===== src/rtl/ptrmem_pkg.sv =====
package ptrmem_pkg;
  typedef enum logic [2:0] {
    TGT_NONE,
    TGT_PTR0,
    TGT_PTR1,
    TGT_ACC,
    TGT_RAM
  } tgt_e;

  localparam int unsigned NUM_PTR  = 2;
  localparam int unsigned WIN0_LOC = 0;
  localparam int unsigned PTR0_LOC = 1;
  localparam int unsigned WIN1_LOC = 2;
  localparam int unsigned PTR1_LOC = 3;
  localparam int unsigned ACC_LOC  = 5;
endpackage


===== src/rtl/ptrmem_resolver.sv =====
module ptrmem_resolver
  import ptrmem_pkg::*;
#(
  parameter int unsigned ADDR_W = 8,
  parameter int unsigned PTR_W  = 7
) (
  input  logic [ADDR_W-1:0] addr,
  input  logic [PTR_W-1:0]  ptr0,
  input  logic [PTR_W-1:0]  ptr1,
  output logic [PTR_W-1:0]  loc,
  output tgt_e              tgt
);
  localparam logic [PTR_W-1:0] W0 = PTR_W'(WIN0_LOC);
  localparam logic [PTR_W-1:0] W1 = PTR_W'(WIN1_LOC);
  localparam logic [PTR_W-1:0] P0 = PTR_W'(PTR0_LOC);
  localparam logic [PTR_W-1:0] P1 = PTR_W'(PTR1_LOC);
  localparam logic [PTR_W-1:0] AC = PTR_W'(ACC_LOC);

  logic             in_space;
  logic [PTR_W-1:0] direct_loc;

  assign in_space   = ~|addr[ADDR_W-1:PTR_W];
  assign direct_loc = addr[PTR_W-1:0];

  // first stage: a window address is replaced by its pointer
  always_comb begin
    if (direct_loc == W0)      loc = ptr0;
    else if (direct_loc == W1) loc = ptr1;
    else                       loc = direct_loc;
  end

  // second stage: classify the effective location; a window reached
  // through a pointer has no backing and resolves to nothing
  always_comb begin
    if (!in_space) begin
      tgt = TGT_NONE;
    end else begin
      case (loc)
        W0, W1:  tgt = TGT_NONE;
        P0:      tgt = TGT_PTR0;
        P1:      tgt = TGT_PTR1;
        AC:      tgt = TGT_ACC;
        default: tgt = TGT_RAM;
      endcase
    end
  end
endmodule


===== src/rtl/ptrmem_ptr_regs.sv =====
module ptrmem_ptr_regs #(
  parameter int unsigned PTR_W = 7,
  parameter int unsigned NUM   = 2
) (
  input  logic                      clk,
  input  logic                      rst,
  input  logic [NUM-1:0]            we,
  input  logic [PTR_W-1:0]          wdata,
  output logic [NUM-1:0][PTR_W-1:0] ptr_q
);
  for (genvar i = 0; i < NUM; i++) begin : g_ptr
    always_ff @(posedge clk) begin
      if (rst)        ptr_q[i] <= '0;
      else if (we[i]) ptr_q[i] <= wdata;
    end
  end
endmodule


===== src/rtl/ptrmem_store.sv =====
module ptrmem_store #(
  parameter int unsigned DATA_W = 8,
  parameter int unsigned PTR_W  = 7
) (
  input  logic              clk,
  input  logic              rst,
  input  logic              ram_we,
  input  logic              acc_we,
  input  logic [PTR_W-1:0]  loc,
  input  logic [DATA_W-1:0] wdata,
  output logic [DATA_W-1:0] ram_rdata,
  output logic [DATA_W-1:0] acc_q
);
  localparam int unsigned DEPTH = 1 << PTR_W;

  logic [DATA_W-1:0] mem [DEPTH];

  // no reset on the array so it can map onto memory resources
  always_ff @(posedge clk) begin
    if (ram_we) mem[loc] <= wdata;
  end

  assign ram_rdata = mem[loc];

  always_ff @(posedge clk) begin
    if (rst)         acc_q <= '0;
    else if (acc_we) acc_q <= wdata;
  end
endmodule


===== src/rtl/ptr_dmem_front.sv =====
module ptr_dmem_front
  import ptrmem_pkg::*;
#(
  parameter int unsigned ADDR_W = 8,
  parameter int unsigned DATA_W = 8,
  parameter int unsigned PTR_W  = 7
) (
  input  logic              clk,
  input  logic              rst,
  input  logic [ADDR_W-1:0] addr,
  input  logic              rd_en,
  input  logic              wr_en,
  input  logic [DATA_W-1:0] wr_data,
  output logic [DATA_W-1:0] rd_data,
  output logic [DATA_W-1:0] acc_out
);
  localparam int unsigned PAD_W = DATA_W - PTR_W;

  logic [NUM_PTR-1:0][PTR_W-1:0] ptr_q;
  logic [PTR_W-1:0]  ptr0_q;
  logic [PTR_W-1:0]  ptr1_q;
  logic [PTR_W-1:0]  loc;
  tgt_e              tgt;
  logic [NUM_PTR-1:0] ptr_we;
  logic              ram_we;
  logic              acc_we;
  logic [DATA_W-1:0] ram_rdata;
  logic [DATA_W-1:0] acc_q;

  assign ptr0_q = ptr_q[0];
  assign ptr1_q = ptr_q[1];

  ptrmem_resolver #(.ADDR_W(ADDR_W), .PTR_W(PTR_W)) u_res (
    .addr (addr),
    .ptr0 (ptr0_q),
    .ptr1 (ptr1_q),
    .loc  (loc),
    .tgt  (tgt)
  );

  assign ptr_we[0] = wr_en && (tgt == TGT_PTR0);
  assign ptr_we[1] = wr_en && (tgt == TGT_PTR1);
  assign ram_we    = wr_en && (tgt == TGT_RAM);
  assign acc_we    = wr_en && (tgt == TGT_ACC);

  ptrmem_ptr_regs #(.PTR_W(PTR_W), .NUM(NUM_PTR)) u_ptr (
    .clk   (clk),
    .rst   (rst),
    .we    (ptr_we),
    .wdata (wr_data[PTR_W-1:0]),
    .ptr_q (ptr_q)
  );

  ptrmem_store #(.DATA_W(DATA_W), .PTR_W(PTR_W)) u_store (
    .clk       (clk),
    .rst       (rst),
    .ram_we    (ram_we),
    .acc_we    (acc_we),
    .loc       (loc),
    .wdata     (wr_data),
    .ram_rdata (ram_rdata),
    .acc_q     (acc_q)
  );

  always_comb begin
    rd_data = '0;
    if (rd_en) begin
      case (tgt)
        TGT_PTR0: rd_data = {{PAD_W{1'b1}}, ptr0_q};
        TGT_PTR1: rd_data = {{PAD_W{1'b1}}, ptr1_q};
        TGT_ACC:  rd_data = acc_q;
        TGT_RAM:  rd_data = ram_rdata;
        default:  rd_data = '0;
      endcase
    end
  end

  assign acc_out = acc_q;
endmodule


===== config.mk =====
export PLATFORM = sky130hd
export DESIGN_NAME = ptr_dmem_front
export DESIGN_NICKNAME = d
export VERILOG_FILES = /design/src/rtl/ptrmem_pkg.sv /design/src/rtl/ptrmem_resolver.sv /design/src/rtl/ptrmem_ptr_regs.sv /design/src/rtl/ptrmem_store.sv /design/src/rtl/ptr_dmem_front.sv
export SDC_FILE = /design/constraint.sdc
export NUM_CORES = 1
export LEC_CHECK = 0
export ABC_AREA = 1
export CAP_MARGIN = 20
export CORE_MARGIN = 2
export CORE_UTILIZATION = 25
export CTS_CLUSTER_SIZE = 28
export DETAILED_ROUTE_END_ITERATION = 7
export DONT_BUFFER_PORTS = 1
export PLACE_DENSITY = 0.47
export SKIP_CTS_REPAIR_TIMING = 1
export SLEW_MARGIN = 20
export SYNTH_ARGS = -nofsm -noshare
export SYNTH_HDL_FRONTEND = slang
export SYNTH_HIERARCHICAL = 1
export SYNTH_SLANG_ARGS = --single-unit

===== constraint.sdc =====
create_clock -name clk -period 3.9 [get_ports clk]
set_input_delay 0.78 -clock clk [delete_from_list [all_inputs] [get_ports clk]]
set_output_delay 0.78 -clock clk [all_outputs]
set_load 0.1 [all_outputs]

==> reports/metrics.csv <==
metric,value,unit
share of cells above drive strength 1,15.7,%
Max Cap Viol,0,
row cnt,156,
CTS root buffer,clkbuf_16,
Ports,36,
crit-path max FO,8,
hold_sp,rst,
Critical Path RT,3.12,ns
initial antenna violation count,2,
GR met2 Demand/Resource,24.2,%
Peak supply drop,0.348,mV
Total GRT Usage,14.2,%
failing checks,negative setup slack,
Detailed Routing Iterations Pass 1,5,
"CP delay by family, top",simple AND/OR/NAND/NOR gates,
Yosys reg bits,1046,
Vias per Instance,4.30,
Worst slew margin,42.6,%
core area,181000,µm²
CTS sink count,1046,
GR peak layer,met2,
total CTS buffers,108,
grt total ovfl,0,
"Seq/Total Area, Yosys",68.5,%
Critical-path top delay cell,nor2_4,
Final #Nets,4911,
"Clk Latency, worst-skew pair",0.71,ns
wire per inst,18.8,µm
Synth Warn #,6,
Final Critical Period,4.43,ns
starting density of the core,25.2,%
die height,431,µm
fmax,0.226,GHz
clock buffer depth,3,
r2r startpoint,u_ptr/ptr_q[1],
"Top cell by count, worst path",nand2_1,
CP arrival,3.65,ns
RSZ-0062 raised after global routing,yes,
CP startpoint,addr[4],
Crit Path Class,in2out,
Detail Placement HPWL,80900,µm
CP endpoint kind,output port,
Crit path largest cell delay,0.21,ns
fillers,18600,
largest net degree at the start of global routing,131,
GRT met1 Usage,18.5,%
Detail Route Antenna Nets,0,
worst slew pin tran,0.858,ns
final WL,138000,µm
Clock Skew,0.0204,ns
Placer Congestion,0.849,
final setup violation count,8,
Worst Hold Class,in2reg,
cells after synthesis,4665,
Startpoint Class,primary input,
Die ar.,185000,µm²
routing usage on met3,1.50,%
Static Leak,22.7,nW
input/output buffers,0,
mapped cell area,45500,µm²
Final WS setup,-0.526,ns
syn nets,4685,
Remaining DRCs,0,
Tcrit/Tclk final,113,%
H-tree levels,3,
Die W,431,µm
vias in the first global route,31400,
Final Max Slew Viols,0,
Final Hold Viols,0,
Mapped Avg Cell Area,9.76,µm²
Iter 0 DRT Violations,2334,
global-route wire length before repair,200000,µm
Synth-to-Final Area Change,22.3,%
detailed-route via count,31600,
clock-pin slew on the worst setup and hold paths,0.06,ns
status,"finished, violations left",
dpl ws,-0.802,ns
worst path bufs/invs,8,
Hold WS,0.135,ns
library cells used by synthesis,30,
CTS tree,yes,
Power Dens Cells,436,nW/µm²
-- worst paths after layout --
| kind | to | cells past startpoint | slack [ns] |
|---|---|---|---|
| hold / removal | u_store/acc_q[6] | 1 | 0.14 |
| setup reg to reg | u_store/mem[103][5] | 16 | 0.27 |
| hold reg to reg | u_ptr/ptr_q[5] | 2 | 0.52 |
| setup / recovery | rd_data[4] | 26 | -0.53 |
-- metal layers --
metal	part of all wire, %	up-vias
met5	0	-
met4	3.0	0
met3	4.1	200
met2	49	684
li1	-	15500
met1	44	15200
-- synth_stat cells (all sizes together) --
library cell  count  area [µm²]
buf             194        1100
or2              12        75.1
nand2          2861       10800
nor2            310        1240
a21oi            15        78.8
edfxtp         1024       30700
nor3b             1        12.5
clkbuf           34         128
o21ai             7        35.0
o211ai            2        15.0
inv             105         399
nor4              3        37.5
nand4            15        93.8
dfxtp            22         440
nand3            60         340
-- power by group --
group          internal (mW)  switching (mW)  total, mW
clock                   5.69            4.41       10.1
sequential              12.3         0.00386       12.4
combinational          0.662            1.18       1.84
total                   18.7            5.59       24.3
-- cells by family after synthesis --
| logic type | synth area share, % |
|---|---|
| flops | 68.5 |
| compound gates | 0.283 |
| simple gates | 27.6 |
| buf+inv | 3.57 |
-- registers in the layout, indices dropped and copies added (netlist names) --
register,count
u_store/acc_q,8
u_ptr/ptr_q,14
u_store/mem,1024
-- area by class of cell --
| type | instances | area, µm² | share of cell area [%] |
|---|---|---|---|
| flip-flops and latches | 1046 | 31200 | 56.0 |
| multi-input cells | 3286 | 13500 | 24.3 |
| repair buffers | 343 | 4100 | 7.37 |
| well taps | 2370 | 2970 | 5.33 |
| clock buffers | 128 | 2800 | 5.03 |
| clock inverters | 71 | 589 | 1.06 |
| inverters | 105 | 480 | 0.863 |
| repair inverters | 1 | 11.3 | 0.0202 |
| diodes | 1 | 2.50 | 0.00450 |
-- worst reg2reg max path: stages, from the launching register on --
cell	delay [ns]
dfxtp_1	0.32
nand3_2	0.11
nand3_4	0.17
buf_4	0.19
buf_4	0.15
buf_12	0.18
nand2_1	0.13
nor2_1	0.04
nand2_1	0.07
a21oi_2	0.05
buf_4	0.15
buf_4	0.16
nor4_2	0.26
buf_4	0.23
nand2_1	0.17
buf_4	0.22
nor2_1	0.65
-- through the flow --
step                      area, µm²  power [mW]  TNS [ns]  instances  utilization [%]
after floorplan               45600        13.5         0       4665                -
after global routing          55700        25.1     -7.84       7351             30.8
after CTS                     53800        24.3    -13.26       7300             29.8
after detailed placement      50400        14.2   -535.32       7101             27.9
final                         55700        24.3     -3.78       7351             30.8
after global placement        50400        14.2   -462.01       7101             27.9
-- cells in the final DEF (no fill, tap or decap), types with 41 or more instances in the layout --
cell type  count
nand2_1     2767
edfxtp_1    1024
buf_4        215
nor2_1       165
clkbuf_16    128
nor2_2       103
inv_1         91
nand2_2       87
buf_12        68
nor2_4        41
nand3_1       41
No activity file was read; power rests on OpenSTA's default activity.
